`config.mk`:
```
export PLATFORM = sky130hd
export DESIGN_NAME = addr_trap_unit
export DESIGN_NICKNAME = d
export VERILOG_FILES = /design/src/rtl/addr_trap_pkg.sv /design/src/rtl/addr_trap_cmp.sv /design/src/rtl/addr_trap_slot.sv /design/src/rtl/addr_trap_log.sv /design/src/rtl/addr_trap_unit.sv
export SDC_FILE = /design/constraint.sdc
export NUM_CORES = 1
export LEC_CHECK = 0
export CAP_MARGIN = 20
export CELL_PAD_IN_SITES_DETAIL_PLACEMENT = 1
export CELL_PAD_IN_SITES_GLOBAL_PLACEMENT = 1
export CORE_MARGIN = 2
export CORE_UTILIZATION = 39
export DETAILED_ROUTE_END_ITERATION = 16
export PLACE_DENSITY_LB_ADDON = 0.1
export SETUP_SLACK_MARGIN = 0.05
export SLEW_MARGIN = 5
export SYNTH_ARGS = -nofsm -noshare
export SYNTH_HDL_FRONTEND = slang
export SYNTH_HIERARCHICAL = 1
export SYNTH_SLANG_ARGS = --single-unit
```
`constraint.sdc`:
```
create_clock -name clk -period 3.1 [get_ports clk]
set_input_delay 0.62 -clock clk [delete_from_list [all_inputs] [get_ports clk]]
set_output_delay 0.62 -clock clk [all_outputs]
set_load 0.01 [all_outputs]
```
`src/rtl/addr_trap_pkg.sv`:
```
package addr_trap_pkg;

  typedef enum logic [1:0] {
    KIND_OFF = 2'b00,
    KIND_RD  = 2'b01,
    KIND_WR  = 2'b10,
    KIND_ANY = 2'b11
  } acc_kind_e;

  localparam logic [1:0] SEL_LO  = 2'd0;
  localparam logic [1:0] SEL_HI  = 2'd1;
  localparam logic [1:0] SEL_CFG = 2'd2;
  localparam logic [1:0] SEL_LOG = 2'd3;

  localparam int CFG_OUT_BIT   = 2;
  localparam int CFG_SRCEN_BIT = 3;
  localparam int CFG_SRCNE_BIT = 4;
  localparam int CFG_CNT_LSB   = 5;

  function automatic logic kind_ok(input acc_kind_e kind, input logic is_write);
    unique case (kind)
      KIND_RD:  kind_ok = !is_write;
      KIND_WR:  kind_ok = is_write;
      KIND_ANY: kind_ok = 1'b1;
      default:  kind_ok = 1'b0;
    endcase
  endfunction

endpackage

```
`src/rtl/addr_trap_cmp.sv`:
```
module addr_trap_cmp
  import addr_trap_pkg::*;
#(
  parameter int ADDR_W = 40,
  parameter int SRC_W  = 4
) (
  input  logic              valid,
  input  logic              is_write,
  input  logic [ADDR_W-1:0] addr,
  input  logic [SRC_W-1:0]  src,
  input  logic [ADDR_W-1:0] lo,
  input  logic [ADDR_W-1:0] hi,
  input  acc_kind_e         kind,
  input  logic              outside,
  input  logic              src_en,
  input  logic              src_ne,
  input  logic [SRC_W-1:0]  src_id,
  output logic              match
);

  logic in_window;
  logic src_pass;

  always_comb begin
    in_window = (addr >= lo) && (addr <= hi);
    src_pass  = !src_en || ((src == src_id) != src_ne);
    match     = valid && kind_ok(kind, is_write) && (in_window != outside) && src_pass;
  end

endmodule

```
`src/rtl/addr_trap_slot.sv`:
```
module addr_trap_slot
  import addr_trap_pkg::*;
#(
  parameter int ADDR_W = 40,
  parameter int SRC_W  = 4,
  parameter int CNT_W  = 3,
  parameter int REG_W  = 40
) (
  input  logic              clk,
  input  logic              rst_n,
  input  logic              wr_lo,
  input  logic              wr_hi,
  input  logic              wr_cfg,
  input  logic [REG_W-1:0]  wdata,
  input  logic              mon_valid,
  input  logic              mon_write,
  input  logic [ADDR_W-1:0] mon_addr,
  input  logic [SRC_W-1:0]  mon_src,
  output logic [ADDR_W-1:0] lo_q,
  output logic [ADDR_W-1:0] hi_q,
  output logic [REG_W-1:0]  cfg_word,
  output logic [CNT_W-1:0]  cnt_q,
  output logic              match,
  output logic              terminal,
  output logic              hit_q
);

  localparam int SRC_LSB = CFG_CNT_LSB + CNT_W;
  localparam logic [CNT_W-1:0] CNT_ONE = CNT_W'(1);

  acc_kind_e        kind_q;
  logic             out_q;
  logic             sen_q;
  logic             sne_q;
  logic [SRC_W-1:0] src_q;

  addr_trap_cmp #(.ADDR_W(ADDR_W), .SRC_W(SRC_W)) u_cmp (
    .valid    (mon_valid),
    .is_write (mon_write),
    .addr     (mon_addr),
    .src      (mon_src),
    .lo       (lo_q),
    .hi       (hi_q),
    .kind     (kind_q),
    .outside  (out_q),
    .src_en   (sen_q),
    .src_ne   (sne_q),
    .src_id   (src_q),
    .match    (match)
  );

  // a cfg write on the same edge overrides the decrement, so no terminal step
  assign terminal = match && !wr_cfg && (cnt_q == CNT_ONE);

  always_ff @(posedge clk) begin
    if (!rst_n) begin
      lo_q   <= '0;
      hi_q   <= '0;
      kind_q <= KIND_OFF;
      out_q  <= 1'b0;
      sen_q  <= 1'b0;
      sne_q  <= 1'b0;
      src_q  <= '0;
      cnt_q  <= '0;
      hit_q  <= 1'b0;
    end else begin
      hit_q <= match;
      if (wr_lo) lo_q <= wdata[ADDR_W-1:0];
      if (wr_hi) hi_q <= wdata[ADDR_W-1:0];
      if (wr_cfg) begin
        kind_q <= acc_kind_e'(wdata[1:0]);
        out_q  <= wdata[CFG_OUT_BIT];
        sen_q  <= wdata[CFG_SRCEN_BIT];
        sne_q  <= wdata[CFG_SRCNE_BIT];
        src_q  <= wdata[SRC_LSB +: SRC_W];
        cnt_q  <= wdata[CFG_CNT_LSB +: CNT_W];
      end else if (match && (cnt_q != '0)) begin
        cnt_q <= cnt_q - CNT_ONE;
      end
    end
  end

  always_comb begin
    cfg_word                          = '0;
    cfg_word[1:0]                     = kind_q;
    cfg_word[CFG_OUT_BIT]             = out_q;
    cfg_word[CFG_SRCEN_BIT]           = sen_q;
    cfg_word[CFG_SRCNE_BIT]           = sne_q;
    cfg_word[CFG_CNT_LSB +: CNT_W]    = cnt_q;
    cfg_word[SRC_LSB +: SRC_W]        = src_q;
  end

endmodule

```
`src/rtl/addr_trap_log.sv`:
```
module addr_trap_log #(
  parameter int N_TRAPS = 4,
  parameter int ADDR_W  = 40,
  localparam int IDX_W  = $clog2(N_TRAPS)
) (
  input  logic               clk,
  input  logic               rst_n,
  input  logic [N_TRAPS-1:0] match,
  input  logic [N_TRAPS-1:0] terminal,
  input  logic [ADDR_W-1:0]  mon_addr,
  input  logic               clear_req,
  output logic [ADDR_W-1:0]  log_addr,
  output logic [IDX_W-1:0]   log_idx,
  output logic               irq
);

  logic [IDX_W-1:0] first_idx;
  logic             log_en;

  always_comb begin
    first_idx = '0;
    for (int i = N_TRAPS - 1; i >= 0; i--) begin
      if (match[i]) first_idx = IDX_W'(i);
    end
    // a clear on this edge reopens the log for a hit on the same edge
    log_en = (|match) && (!irq || clear_req);
  end

  always_ff @(posedge clk) begin
    if (!rst_n) begin
      log_addr <= '0;
      log_idx  <= '0;
      irq      <= 1'b0;
    end else begin
      if (log_en) begin
        log_addr <= mon_addr;
        log_idx  <= first_idx;
      end
      if (|terminal)     irq <= 1'b1;
      else if (clear_req) irq <= 1'b0;
    end
  end

endmodule

```
`src/rtl/addr_trap_unit.sv`:
```
module addr_trap_unit
  import addr_trap_pkg::*;
#(
  parameter int N_TRAPS = 4,
  parameter int ADDR_W  = 40,
  parameter int SRC_W   = 4,
  parameter int CNT_W   = 3,
  parameter int REG_W   = 40,
  localparam int IDX_W  = $clog2(N_TRAPS),
  localparam int RA_W   = IDX_W + 2
) (
  input  logic               clk,
  input  logic               rst_n,
  input  logic               mon_valid,
  output logic               mon_ready,
  input  logic [ADDR_W-1:0]  mon_addr,
  input  logic               mon_write,
  input  logic [SRC_W-1:0]   mon_src,
  input  logic               reg_wr_en,
  input  logic               reg_rd_en,
  input  logic [RA_W-1:0]    reg_addr,
  input  logic [REG_W-1:0]   reg_wdata,
  output logic [REG_W-1:0]   reg_rdata,
  output logic [N_TRAPS-1:0] trap_hit,
  output logic               trap_irq
);

  localparam logic [RA_W-1:0] LOG_ADDR_RA = {IDX_W'(0), SEL_LOG};
  localparam logic [RA_W-1:0] LOG_IDX_RA  = {IDX_W'(1), SEL_LOG};

  logic [ADDR_W-1:0]        lo_arr  [N_TRAPS];
  logic [ADDR_W-1:0]        hi_arr  [N_TRAPS];
  logic [REG_W-1:0]         cfg_arr [N_TRAPS];
  logic [N_TRAPS-1:0]       match_v;
  logic [N_TRAPS-1:0]       term_v;
  logic [N_TRAPS-1:0]       cfg_wr_v;
  logic [N_TRAPS*CNT_W-1:0] cnt_flat;
  logic [ADDR_W-1:0]        log_addr_q;
  logic [IDX_W-1:0]         log_idx_q;
  logic                     clear_req;

  assign mon_ready = 1'b1;
  assign clear_req = reg_rd_en && (reg_addr == LOG_ADDR_RA);

  for (genvar i = 0; i < N_TRAPS; i++) begin : g_trap
    localparam logic [IDX_W-1:0] TI = IDX_W'(i);
    logic wr_lo, wr_hi;
    assign wr_lo       = reg_wr_en && (reg_addr == {TI, SEL_LO});
    assign wr_hi       = reg_wr_en && (reg_addr == {TI, SEL_HI});
    assign cfg_wr_v[i] = reg_wr_en && (reg_addr == {TI, SEL_CFG});

    addr_trap_slot #(
      .ADDR_W (ADDR_W),
      .SRC_W  (SRC_W),
      .CNT_W  (CNT_W),
      .REG_W  (REG_W)
    ) u_slot (
      .clk       (clk),
      .rst_n     (rst_n),
      .wr_lo     (wr_lo),
      .wr_hi     (wr_hi),
      .wr_cfg    (cfg_wr_v[i]),
      .wdata     (reg_wdata),
      .mon_valid (mon_valid),
      .mon_write (mon_write),
      .mon_addr  (mon_addr),
      .mon_src   (mon_src),
      .lo_q      (lo_arr[i]),
      .hi_q      (hi_arr[i]),
      .cfg_word  (cfg_arr[i]),
      .cnt_q     (cnt_flat[i*CNT_W +: CNT_W]),
      .match     (match_v[i]),
      .terminal  (term_v[i]),
      .hit_q     (trap_hit[i])
    );
  end

  addr_trap_log #(.N_TRAPS(N_TRAPS), .ADDR_W(ADDR_W)) u_log (
    .clk       (clk),
    .rst_n     (rst_n),
    .match     (match_v),
    .terminal  (term_v),
    .mon_addr  (mon_addr),
    .clear_req (clear_req),
    .log_addr  (log_addr_q),
    .log_idx   (log_idx_q),
    .irq       (trap_irq)
  );

  always_comb begin
    reg_rdata = '0;
    unique case (reg_addr[1:0])
      SEL_LO:  reg_rdata[ADDR_W-1:0] = lo_arr[reg_addr[RA_W-1:2]];
      SEL_HI:  reg_rdata[ADDR_W-1:0] = hi_arr[reg_addr[RA_W-1:2]];
      SEL_CFG: reg_rdata             = cfg_arr[reg_addr[RA_W-1:2]];
      default: begin
        if (reg_addr == LOG_ADDR_RA)     reg_rdata[ADDR_W-1:0] = log_addr_q;
        else if (reg_addr == LOG_IDX_RA) reg_rdata[IDX_W-1:0]  = log_idx_q;
      end
    endcase
  end

endmodule

```
==> results.sh <==
export IMPL_max_stage_delay_ps=340
export IMPL_clock_sinks=415
export IMPL_regArea_mm2=0.008362
export IMPL_mean_number_of_vias_per_cell=5.314
export IMPL_violations_in_the_final_reports="setup timing"
export IMPL_critPathLaunchType="input pin"
export IMPL_grt_antenna_before_repair=1
export IMPL_finalMaxSlewViolations=0
export IMPL_remaining_drc_errors=0
export IMPL_gp_congestion=0.9168
export IMPL_yosysWarningCount=6
export IMPL_final_hold_violation_count=0
export IMPL_min_period_over_period_pct=112.2
export IMPL_pin_count_of_the_biggest_net_entering_global_routing=84
export IMPL_min_delay_start="u_log/log_addr[21]"
export IMPL_holdCritPathClass="reg2reg"
export IMPL_worst_r2r_cell_count=15
export IMPL_core_rowCount=101
export IMPL_fin_nets=4064
export IMPL_die_height_um=281.7
export IMPL_antennaDiodeCount=0
export IMPL_worst_ir_drop_vdd_mv=0.4116
export IMPL_worst_path_max_delay_cell="sky130_fd_sc_hd__mux2i_2"
export IMPL_synth_area_per_cell_um2=9.800
export IMPL_place_port_buffers=138
export IMPL_core_mm2=0.07608
export IMPL_finalSetupViolations=54
export IMPL_endpoint_of_the_worst_hold_timing_path="u_log/log_addr[21]"
export IMPL_post_route_cells_drive_above_1_share_pct=30.45
export IMPL_hold_depth=2
export IMPL_clock_skew_final_ps=23.18
export IMPL_first_iter_violations=1144
export IMPL_clkTransAtPathRegs_ps=60
export IMPL_clockRootBuffer="sky130_fd_sc_hd__clkbuf_16"
export IMPL_setup_tns_final_ps=-14030
export IMPL_reg2reg_setup_slack_ps=-350
export IMPL_outcome="finished, violations left"
export IMPL_routed_via_count=25020
export IMPL_worst_slew_pin_slew_ps=797.1
export IMPL_worstSetupPathType="in2reg"
export IMPL_pin_count=140
export IMPL_worstPathCellList="clkdlybuf4s15_2 -> buf_4 -> ha_1 -> nand4_1 -> buf_4 -> nor4_4 -> buf_4 -> nand2_2 -> o32a_1 -> a22oi_2 -> mux2i_2 -> nor2_2 -> a21oi_4 -> buf_12 -> buf_16 -> mux2i_2"
export IMPL_syn_cell_area_mm2=0.03007
export IMPL_die_area_mm2=0.07933
export IMPL_count_of_fill_cells_added_during_filler_insertion=8392
export IMPL_leakagePower_nw=14.61
export IMPL_cts_tree="yes"
export IMPL_grt_pass1_wl_mm=169.3
export IMPL_multi_input_comb_area_mm2=0.02061
export IMPL_power_density_mw_per_mm2=367.2
export IMPL_worstPathArrival_ps=4000
export IMPL_post_route_worst_setup_slack_ps=-379.6
export IMPL_drtAntennaViolNets=0
export IMPL_max_buffers_root_to_sink=3
export IMPL_r2r_end="u_log/log_addr[27]"
export IMPL_cts_made_buffers=52
export IMPL_vias_in_the_first_global_route=27850
export IMPL_htree_num_levels=2
export IMPL_cts_hold_repair_buffers=0
export IMPL_worstSetupEndpointType="flop"
export IMPL_detail_route_wl_per_cell_um=24.27
export IMPL_crit_path_frequent_cell="sky130_fd_sc_hd__buf_4"
export IMPL_floorplan_initialDensity_pct=39.52
export IMPL_cap_violations=0
export IMPL_min_period_ps=3480
export IMPL_setup_repair_after_global_routing_missed_its_margin="true"
export IMPL_clk_latency_ps=610
export IMPL_timing_max_slew_rel_slack_pct=46.69
export IMPL_critical_path_peak_fanout=7
export IMPL_groute_usage_overall_pct=28.19
export IMPL_maximum_operating_frequency_ghz=0.2874
export IMPL_floorplan_die_width_um=281.7
export IMPL_cp_data_required_time_ps=3620
export IMPL_synthCells=3068
export IMPL_total_power_mw=14.60
export IMPL_detail_route_wirelength_mm=114.3
export IMPL_dp_hpwl_mm=82.08
export IMPL_drtPass1Iterations=5
export IMPL_r2r_start="g_trap[2].u_slot/hi_q[25]"
export IMPL_pre_cts_ws_ps=-1576
export IMPL_grt_overflow_total=0
export IMPL_area_growth_synth_to_final_pct=32.26
worst max-delay path: cells and delay by family:
| kind | cells | cell delay [ps] |
|---|---|---|
| compound gates | 3 | 740 |
| fa+ha+maj | 1 | 300 |
| buf+inv | 6 | 1170 |
| simple gates | 4 | 580 |
| mux | 2 | 580 |
layout make-up:
class                      count  area share, %
multi-input combinational   2151          51.83
sequential                   415          21.03
timing repair buffer         684          16.50
clock buffer                  80          3.867
tap                         1030          3.241
inverter                     334          3.209
clock inverter                14         0.3272
where the power goes:
| group | total [mW] | switching [mW] | leakage (nW) | internal (mW) |
|---|---|---|---|---|
| combinational | 3.05 | 1.59 | 10.4 | 1.46 |
| clock | 6.05 | 2.49 | 0.824 | 3.56 |
| sequential | 5.50 | 0.0695 | 3.37 | 5.43 |
| total | 14.6 | 4.15 | 14.6 | 10.5 |
worst max-delay path by stage:
stage	from	end	depth (start not counted)
after floorplan	mon_addr[23]	u_log/log_idx[0]	11
after global placement	mon_addr[33]	u_log/irq	15
after detailed placement	mon_addr[33]	u_log/log_addr[27]	14
after CTS	g_trap[1].u_slot/hi_q[9]	u_log/log_addr[27]	15
after global routing	mon_addr[35]	u_log/log_addr[27]	16
final	mon_addr[35]	u_log/log_addr[27]	16
state kept, by name, indices dropped and copies added (netlist names), 8 cells and up:
| register | cells |
|---|---|
| g_trap.u_slot/cnt_q | 12 |
| g_trap.u_slot/kind_q | 8 |
| g_trap.u_slot/src_q | 16 |
| g_trap.u_slot/hi_q | 160 |
| u_log/log_addr | 40 |
| g_trap.u_slot/lo_q | 160 |
what timing repair did:
item | CTS | global route
buffers inserted | 33 | 28
gates cloned | 7 | 4
setup endpoints to repair | 99 | 79
pin swaps | 89 | 77
gates resized for setup | 289 | 243
cells in the final DEF (no fill, tap or decap), drive strengths merged, types with 20 or more instances in the layout:
master	instances
buf	550
dfxtp	415
mux2i	401
nor2b	364
inv	332
ha	332
nand2	170
a21oi	141
mux4	120
conb	113
clkbuf	93
nor2	88
clkdlybuf4s50	68
nand4	56
o21ai	49
a221oi	44
o22ai	40
a21o	36
nor3	27
dlygate4sd2	22
o211ai	20
dlymetal6s2s	20
per-layer routing:
| metal | vias to the layer above | global-route usage (%) | part of all wire (%) |
|---|---|---|---|
| li1 | 11670 | - | - |
| met1 | 12630 | 33.45 | 42 |
| met2 | 499 | 51.37 | 51 |
| met3 | 221 | 3.431 | 3.3 |
| met4 | 2 | 11.29 | 4.1 |
| met5 | - | 0 | 0.011 |
through the flow:
stage | instances | area (um2) | hold slack [ps] | util (%)
after floorplan | 3176 | 30480 | 431.3 | -
after CTS | 4679 | 38450 | 466.1 | 50.54
after global placement | 4549 | 35110 | 442.3 | 46.16
after global routing | 4708 | 39770 | 472.4 | 52.27
after detailed placement | 4549 | 35110 | 456.3 | 46.16
final | 4708 | 39770 | 466.2 | 52.27
Power figures use the tool's default switching activity.
